File: src/rtl/spi_word_engine.sv
module spi_word_engine #(
  parameter int DIV_W = 16,
  parameter int NCS   = 4,
  parameter int MAXB  = 128
) (
  input  logic             clk,
  input  logic             rst_n,
  input  logic [2:0]       reg_addr,
  input  logic             reg_wr,
  input  logic [31:0]      reg_wdata,
  output logic [31:0]      reg_rdata,
  output logic             sclk,
  output logic [NCS-1:0]   cs_o,
  output logic             sdo,
  output logic             sdo_en,
  input  logic             sdi,
  input  logic             sdio_in
);
  localparam int LW  = $clog2(MAXB);
  localparam int CSW = (NCS > 1) ? $clog2(NCS) : 1;
  localparam int NDW = MAXB / 32;

  logic [31:0]      clkc_q, devc_q, cmd_q;
  logic [MAXB-1:0]  data_q, tx_q, rx_q, rx_nx, tx_ld;
  logic             busy_q, wc_q, act_q, rd_q, tp_q, do_q;
  logic [CSW-1:0]   sel_q, sel_nw;
  logic [LW:0]      left_q, wlen_nw;
  logic [DIV_W-1:0] cnt_q, divx;
  logic [DIV_W:0]   half;
  logic [2:0]       lane, code;
  logic             cmd_wr, go, inval, endp, capt, lead_pre, din, run, cpha_nw;

  assign divx     = (clkc_q[DIV_W-1:0] == '0) ? DIV_W'(1) : clkc_q[DIV_W-1:0];
  assign half     = ({1'b0, divx} + 1'b1) >> 1;
  assign lane     = devc_q[8*sel_q +: 3];
  assign code     = reg_wdata[18:16];
  assign cmd_wr   = reg_wr && reg_addr == 3'd2 && !busy_q;
  assign go       = cmd_wr && (code[1:0] == 2'b01 || code[1:0] == 2'b10);
  assign inval    = cmd_wr && code == 3'b100;
  assign sel_nw   = reg_wdata[28 +: CSW];
  assign cpha_nw  = devc_q[8*sel_nw + 2];
  assign wlen_nw  = {1'b0, reg_wdata[19 +: LW]} + 1'b1;
  assign tx_ld    = data_q << ((LW+1)'(MAXB) - wlen_nw);
  assign run      = busy_q && clkc_q[31];
  assign endp     = cnt_q == divx;
  assign lead_pre = {1'b0, cnt_q} == half - 1'b1;
  assign capt     = lane[2] ? endp : ({1'b0, cnt_q} == half);
  assign din      = tp_q ? sdio_in : sdi;
  assign rx_nx    = capt ? {rx_q[MAXB-2:0], din} : rx_q;

  assign sclk   = lane[0] ^ (run && ({1'b0, cnt_q} >= half));
  assign sdo    = do_q;
  assign sdo_en = !(busy_q && rd_q && tp_q);

  for (genvar i = 0; i < NCS; i++) begin : g_cs
    assign cs_o[i] = (act_q && sel_q == CSW'(i)) ? devc_q[8*i+1] : !devc_q[8*i+1];
  end

  always_comb begin
    case (reg_addr)
      3'd0:    reg_rdata = clkc_q;
      3'd1:    reg_rdata = devc_q;
      3'd2:    reg_rdata = cmd_q;
      3'd3:    reg_rdata = {30'b0, wc_q, busy_q};
      default: reg_rdata = data_q[32*reg_addr[1:0] +: 32];
    endcase
  end

  always_ff @(posedge clk or negedge rst_n) begin
    if (!rst_n) begin
      clkc_q <= '0; devc_q <= '0; cmd_q <= '0; data_q <= '0;
      tx_q <= '0; rx_q <= '0; busy_q <= 1'b0; wc_q <= 1'b0; act_q <= 1'b0;
      rd_q <= 1'b0; tp_q <= 1'b0; do_q <= 1'b0; sel_q <= '0;
      left_q <= '0; cnt_q <= '0;
    end else begin
      if (reg_wr && reg_addr == 3'd0) clkc_q <= reg_wdata;
      if (reg_wr && reg_addr == 3'd1) devc_q <= reg_wdata;
      for (int i = 0; i < NDW; i++)
        if (reg_wr && reg_addr == 3'(4 + i)) data_q[32*i +: 32] <= reg_wdata;
      if (go || inval) begin
        cmd_q <= reg_wdata;
        wc_q  <= 1'b0;
      end
      if (inval) act_q <= 1'b0;
      if (go) begin
        act_q  <= 1'b1;
        sel_q  <= sel_nw;
        busy_q <= 1'b1;
        rd_q   <= code[0];
        tp_q   <= code[2];
        left_q <= wlen_nw;
        cnt_q  <= '0;
        rx_q   <= '0;
        if (!cpha_nw) begin
          do_q <= tx_ld[MAXB-1];
          tx_q <= tx_ld << 1;
        end else begin
          tx_q <= tx_ld;
        end
      end else if (run) begin
        cnt_q <= endp ? '0 : cnt_q + 1'b1;
        rx_q  <= rx_nx;
        if (lane[2] && lead_pre) begin
          do_q <= tx_q[MAXB-1];
          tx_q <= tx_q << 1;
        end
        if (endp) begin
          left_q <= left_q - 1'b1;
          if (left_q == (LW+1)'(1)) begin
            busy_q <= 1'b0;
            wc_q   <= 1'b1;
            if (rd_q) data_q <= rx_nx;
          end else if (!lane[2]) begin
            do_q <= tx_q[MAXB-1];
            tx_q <= tx_q << 1;
          end
        end
      end
    end
  end

  logic [NCS-1:0] cs_on;
  for (genvar i = 0; i < NCS; i++) begin : g_on
    assign cs_on[i] = cs_o[i] == devc_q[8*i+1];
  end

  p_cs_onehot_r4: assert property (@(posedge clk) disable iff (!rst_n) $onehot0(cs_on));
  p_busy_ignore_r6: assert property (@(posedge clk) disable iff (!rst_n)
    (reg_wr && reg_addr == 3'd2 && busy_q) |=> $stable(cmd_q));
  p_done_flags_r5: assert property (@(posedge clk) disable iff (!rst_n)
    $fell(busy_q) |-> wc_q);
  p_flag_excl_r5: assert property (@(posedge clk) disable iff (!rst_n) !(busy_q && wc_q));
  p_pause_r1: assert property (@(posedge clk) disable iff (!rst_n)
    (busy_q && !clkc_q[31]) |=> ($stable(left_q) && $stable(cnt_q)));
  p_drv_off_r9: assert property (@(posedge clk) disable iff (!rst_n) !sdo_en |-> busy_q);
endmodule

File: config.mk
export PLATFORM = sky130hd
export DESIGN_NAME = spi_word_engine
export DESIGN_NICKNAME = d
export VERILOG_FILES = /design/src/rtl/spi_word_engine.sv
export SDC_FILE = /design/constraint.sdc
export NUM_CORES = 2
export LEC_CHECK = 0
export BUFFER_PORTS_ARGS = -buffer_cell sky130_fd_sc_hd__buf_2
export CORE_ASPECT_RATIO = 2
export CORE_MARGIN = 1
export CORE_UTILIZATION = 45
export CTS_BUF_LIST = sky130_fd_sc_hd__clkbuf_4 sky130_fd_sc_hd__clkbuf_8
export DETAILED_ROUTE_END_ITERATION = 8
export PLACE_DENSITY_LB_ADDON = 0.25
export SYNTH_ARGS = -nofsm -noshare
export SYNTH_HDL_FRONTEND = slang
export SYNTH_SLANG_ARGS = --single-unit
File: constraint.sdc
create_clock -name clk -period 5.9 [get_ports clk]
set_clock_uncertainty 0.1 [all_clocks]
set_input_delay 1.18 -clock clk [delete_from_list [all_inputs] [get_ports clk]]
set_output_delay 1.18 -clock clk [all_outputs]
set_load 0.1 [all_outputs]
# Word level (Yosys, flattened, before mapping)
# Index checks and enable logic that the tools add are counted.
[totals]
reg_bits = 512
input_bits = 40
output_inout_bits = 39
wordCells = 136
[op_classes]
n_addsub = 7
order_cmp = 2
eq_ne = 18
shifts = 3
mux = 53
bitwise_logic = 1
reduce_logical = 37
[op_table]
columns = ["op", "count"]
rows = [
  ["128-bit 2-to-1 mux", 15],
  ["32-bit 2-to-1 mux", 4],
  ["32-bit case mux with 4 select lines", 1],
  ["128-bit by 8-bit variable part select with 32-bit output", 1],
  ["128-bit by 8-bit << shifter with 128-bit output", 1],
  ["16-bit 2-to-1 mux", 4],
  ["16-bit == test", 2],
  ["32-bit by 6-bit variable part select with 3-bit output", 1],
  ["1-bit 2-to-1 mux", 25],
  ["8-bit 2-to-1 mux", 3],
  ["1-bit logical AND", 19],
  ["16-bit by 1-bit adder with 17-bit output (second input constant)", 1],
  ["16-bit by 17-bit == test with 1-bit output", 1],
  ["16-bit by 1-bit subtractor with 17-bit output (second input constant)", 1],
  ["16-bit by 1-bit adder with 16-bit output (second input constant)", 1],
  ["16-bit greater-or-equal comparator", 1],
  ["16-bit zero test", 1],
  ["3-bit == test (second input constant)", 5],
  ["7-bit by 1-bit adder with 8-bit output (second input constant)", 1],
  ["8-bit by 1-bit == test with 1-bit output (second input constant)", 1],
  ["2-bit nonzero test", 4],
  ["8-bit by 1-bit subtractor with 8-bit output (second input constant)", 1],
  ["8-bit subtractor (first input constant)", 1],
  ["5-bit by 2-bit adder with 6-bit output (second input constant)", 1],
  ["other kinds (14)", 25],
]

# Longest topological paths before layout
[logic_depth]
word_depth = 12
depth_mapped = 18
ltp_nobuf = 15

# Worst setup path before layout
# OpenSTA, ideal clock, no wires.
[synth_path]
path_type = "reg-to-output"
from = "reg clkc_q[9]"
to = "out sclk"
t_arrival_ps = 4171
required_ps = 4620
setup_slack_ps = 449
path_stages_with_launch = 17
path_buffers = 1
path_cell_list = "dfrtp_1 -> buf_2 -> nor4_1 -> and4b_1 -> a21oi_1 -> inv_1 -> ha_1 -> nor2b_1 -> o21a_1 -> o21a_1 -> o21a_1 -> o21a_1 -> o21a_1 -> o21a_1 -> o21ai_0 -> a21oi_1 -> xor2_1"
[synth_between]
elab_chain_cells = 6
[synth_lines]
columns = ["element", "line", "text"]
rows = [
  ["start, declared", "23", "logic [31:0] clkc_q, devc_q, cmd_q;"],
  ["start signal, assigned", "76", "if (reg_wr && reg_addr == 3'd0) clkc_q <= reg_wdata;"],
  ["16-bit zero test", "33", "assign divx = (clkc_q[DIV_W-1:0] == '0) ? DIV_W'(1) : clkc_q[DIV_W-1:0];"],
  ["16-bit 2-to-1 mux (*)", "33", ""],
  ["16-bit by 1-bit adder with 17-bit output (*)", "34", "assign half = ({1'b0, divx} + 1'b1) >> 1;"],
  ["16-bit greater-or-equal comparator (*)", "51", "assign sclk = lane[0] ^ (run && ({1'b0, cnt_q} >= half));"],
  ["1-bit logical AND (*)", "51", ""],
  ["1-bit XOR (*)", "51", ""],
  ["end, declared", "12", "output logic sclk,"],
]
# Every way passes the cells marked *; elsewhere a longest branch is shown, timed or not.

# Worst setup path in the final report
# Ends and elaborated chain as after synthesis.

==> results.yml <==
layout:
  drive_gt1_share_pct: 21.6
  final_cell_mix: "dfrtp_1 (506), nand2_1 (438), mux2i_1 (344)"
  final_common_cell: "dfrtp_1"
  multi_input_area_mm2: 0.0237
  area_growth_pct: 10.2
  fin_nets: 3966
  regArea_mm2: 0.0128
  fillers: 7831
power:
  clkPwrFrac_pct: 21.1
  p_total_mw: 16.0
  seqPwrFrac_pct: 35.7
  p_leak_nw: 17.2
  cellPowerDensity_mw_per_mm2: 380
  power.switching_mw: 7.21
  sw_frac_of_total_pct: 45.1
  p_comb_share_pct: 43.2
  peakVddDrop_mv: 0.302
  p_int_mw: 8.78
synth:
  ys_ff_latch: 512
  synth-edff-count: 0
  synthesis.area_mm2: 0.0382
  netlist.area_leader.share_pct: 33.5
  synthCells: 3920
  synth_top_area_cell: "dfrtp_1"
  synthArstFlopShare_pct: 100
  syn-num-nets: 3982
  yosysWarnings: 0
  syn_area_per_cell_um2: 9.74
  synth.area.top_cells: "dfrtp_1 (34%), mux4_2 (14%), mux2i_1 (9.0%)"
  ys_seq_area_share_pct: 33.5
  synth.distinct_cells: 91
  synthFlopType: "dfrtp_1"
placed_design:
  pre_cts_ws_ns: 0.510
  dp_hpwl_mm: 127
  gp_congestion: 1.10
  numPortBuffers: 78
timing:
  fin_ws_ns: 0.247
  rsz0062_at_grt: "false"
  hold_viol: 0
  setup_viol: 0
  maxSlewHeadroom_pct: 10.4
  worst_pin_slew_ns: 1.32
  setup_tns_ns: 0
  fmaxAchievable_ghz: 0.177
  drv_slew: 0
  fin_crit_ns: 5.65
  finalCritPeriodShare_pct: 95.8
clock_network:
  cts_sinks: 512
  clockBufferDepth: 3
  htreeDepth: 3
  clk-insertion-delay-late_ns: 0.82
  path_clk_slew_ns: 0.07
  post_cts_resized: 8
  ctsHoldBuffers: 0
  cts_tree: "done"
  cts-root-buf: "clkbuf_8"
  cts_made_buffers: 80
  post_cts_buffers: 0
route:
  ant_nets: 0
  wirelength_mm: 174
  drt_iter0_markers: 3612
  vias_per_cell: 6.88
  drt-pass1-iter-count: 9
  wl_per_cell_um: 34.6
  remaining_drc_errors: 0
  num_vias: 34700
global_routing:
  grt_max_degree: 153
  grt_pass1_vias: 33500
  grtUsageTotal_pct: 40.7
  antenna_found_initial: 22
  gr-total-overflow: 0
  grt_pass1_wl_mm: 250
floorplanning:
  initial_core_util_pct: 45.5
  std_cell_rows: 150
  die_w_um: 208
  coreArea_mm2: 0.0839
  io_pins: 79
  fp.dieH_um: 414
  die_area_mm2: 0.0861
worst_setup_path:
  required_ns: 4.62
  worstSetupPathType: "flop to primary output"
  endpoint_kind: "primary output"
  rrSetupSlack_ns: 0.87
  cp_max_fo: 9
  arrival_ns: 4.37
  startpoint_type: "flop"
worst_hold_path:
  worst_hold_path_type: "input port to async pin"
job:
  cap_viol_max_count: 0
run_status:
  outcome: "finished clean"
-- per-stage QoR --
step | utilization (%) | std cells | cell area (µm²) | hold slack (ns)
6_report | 50.2 | 5043 | 42100 | 0.308
5_1_grt | 50.2 | 5033 | 42100 | 0.381
4_1_cts | 50.1 | 5030 | 42100 | 0.351
3_5_place_dp | 48.0 | 4886 | 40300 | 0.366
3_3_place_gp | 48.0 | 4886 | 40300 | 0.357
2_1_floorplan | - | 3920 | 38200 | 0.339
-- power groups by stage --
stage | combinational [mW] | sequential [mW] | clock (mW)
final | 6.90 | 5.71 | 3.37
after global routing | 7.15 | 5.79 | 3.56
after floorplan | 4.34 | 5.07 | 0
after detailed placement | 6.49 | 5.71 | 0
after CTS | 6.51 | 5.65 | 3.43
after global placement | 6.44 | 5.68 | 0
-- layout make-up --
cell class,count,area share (%)
repair buffers,276,5.41
diodes,13,0.0773
inverters,61,0.550
multi-input cells,2973,56.2
flip-flops and latches,512,30.4
clock buffers,122,3.62
well taps,1064,3.16
clock inverters,22,0.532
-- cells in the mapped netlist (all sizes together) (6+ instances only) --
master and n:
o21a 15, a221oi 30, nor4 17, a222oi 8, nand3 44, o211ai 28, mux4 244, and3 14
a211o 9, o2bb2ai 6, mux2i 346, nand4 20, and2 12, a211oi 180, a21oi 276, nor2 252
nor3 47, o22ai 81, clkbuf 232, a221o 27, or3 16, o31ai 6, a21o 16, buf 142
a31oi 7, ha 22, o221ai 21, o21ai 268, mux2 135, nor2b 143, xor2 32, inv 60
or2 6, dfrtp 512, a22o 29, nand2 441, a22oi 30, nand2b 10, xnor2 57
-- worst max-delay path, cell delays in order (launching register included) --
cell and delay [ns]:
dfrtp_1 0.51, nor4_2 0.47, and4b_1 0.37, a21oi_1 0.16
inv_1 0.09, ha_1 0.14, nor2b_1 0.04, o21a_1 0.17
o21a_1 0.16, o21a_1 0.16, o21a_1 0.16, o21a_1 0.16
o21a_1 0.15, o21ai_0 0.15, a21oi_1 0.14, xor2_1 0.20
buf_4 0.32
-- logic make-up (layout without fill, tap and decap cells) --
| logic type | count (synthesis) | in the layout | synth area share (%) |
|---|---|---|---|
| mux | 725 | 725 | 27.5 |
| xor+xnor | 90 | 90 | 2.10 |
| fa+ha+maj | 22 | 22 | 0.721 |
| buf+inv | 435 | 481 | 5.05 |
| simple gates | 1046 | 1046 | 12.7 |
| compound gates | 1090 | 1090 | 18.5 |
| flops | 512 | 512 | 33.5 |
| other cells | 0 | 13 | 0 |
-- registers in the layout (all words and copies together) (netlist names) --
signal	flops
data_q	128
wc_q	1
left_q	8
sel_q	2
clkc_q	32
tx_q	128
busy_q	1
tp_q	1
rx_q	128
cmd_q	32
act_q	1
cnt_q	16
sdo	1
rd_q	1
devc_q	32
-- path summary, 6_finish.rpt --
kind                                        from                     to  depth (start not counted)
max                        clkc_q[9]$_DFFE_PN0P_                   sclk                         16
min                                        rst_n   rx_q[74]$_DFFE_PN0P_                          1
max reg2reg                clkc_q[9]$_DFFE_PN0P_   tx_q[17]$_DFFE_PN0P_                         14
max in group asynchronous                  rst_n  clkc_q[0]$_DFFE_PN0P_                          2
min reg2reg                 tx_q[95]$_DFFE_PN0P_   tx_q[96]$_DFFE_PN0P_                          1
min in group clk            tx_q[95]$_DFFE_PN0P_   tx_q[96]$_DFFE_PN0P_                          1
-- metal layers --
layer,vias to the layer above,GRT usage [%],part of all wire [%]
li1,14700,-,-
met1,17400,42.4,33
met2,1862,65.4,47
met3,709,11.5,8.2
met4,10,39.4,12
met5,-,0,0.033
No activity file was read; power rests on OpenSTA's default activity.
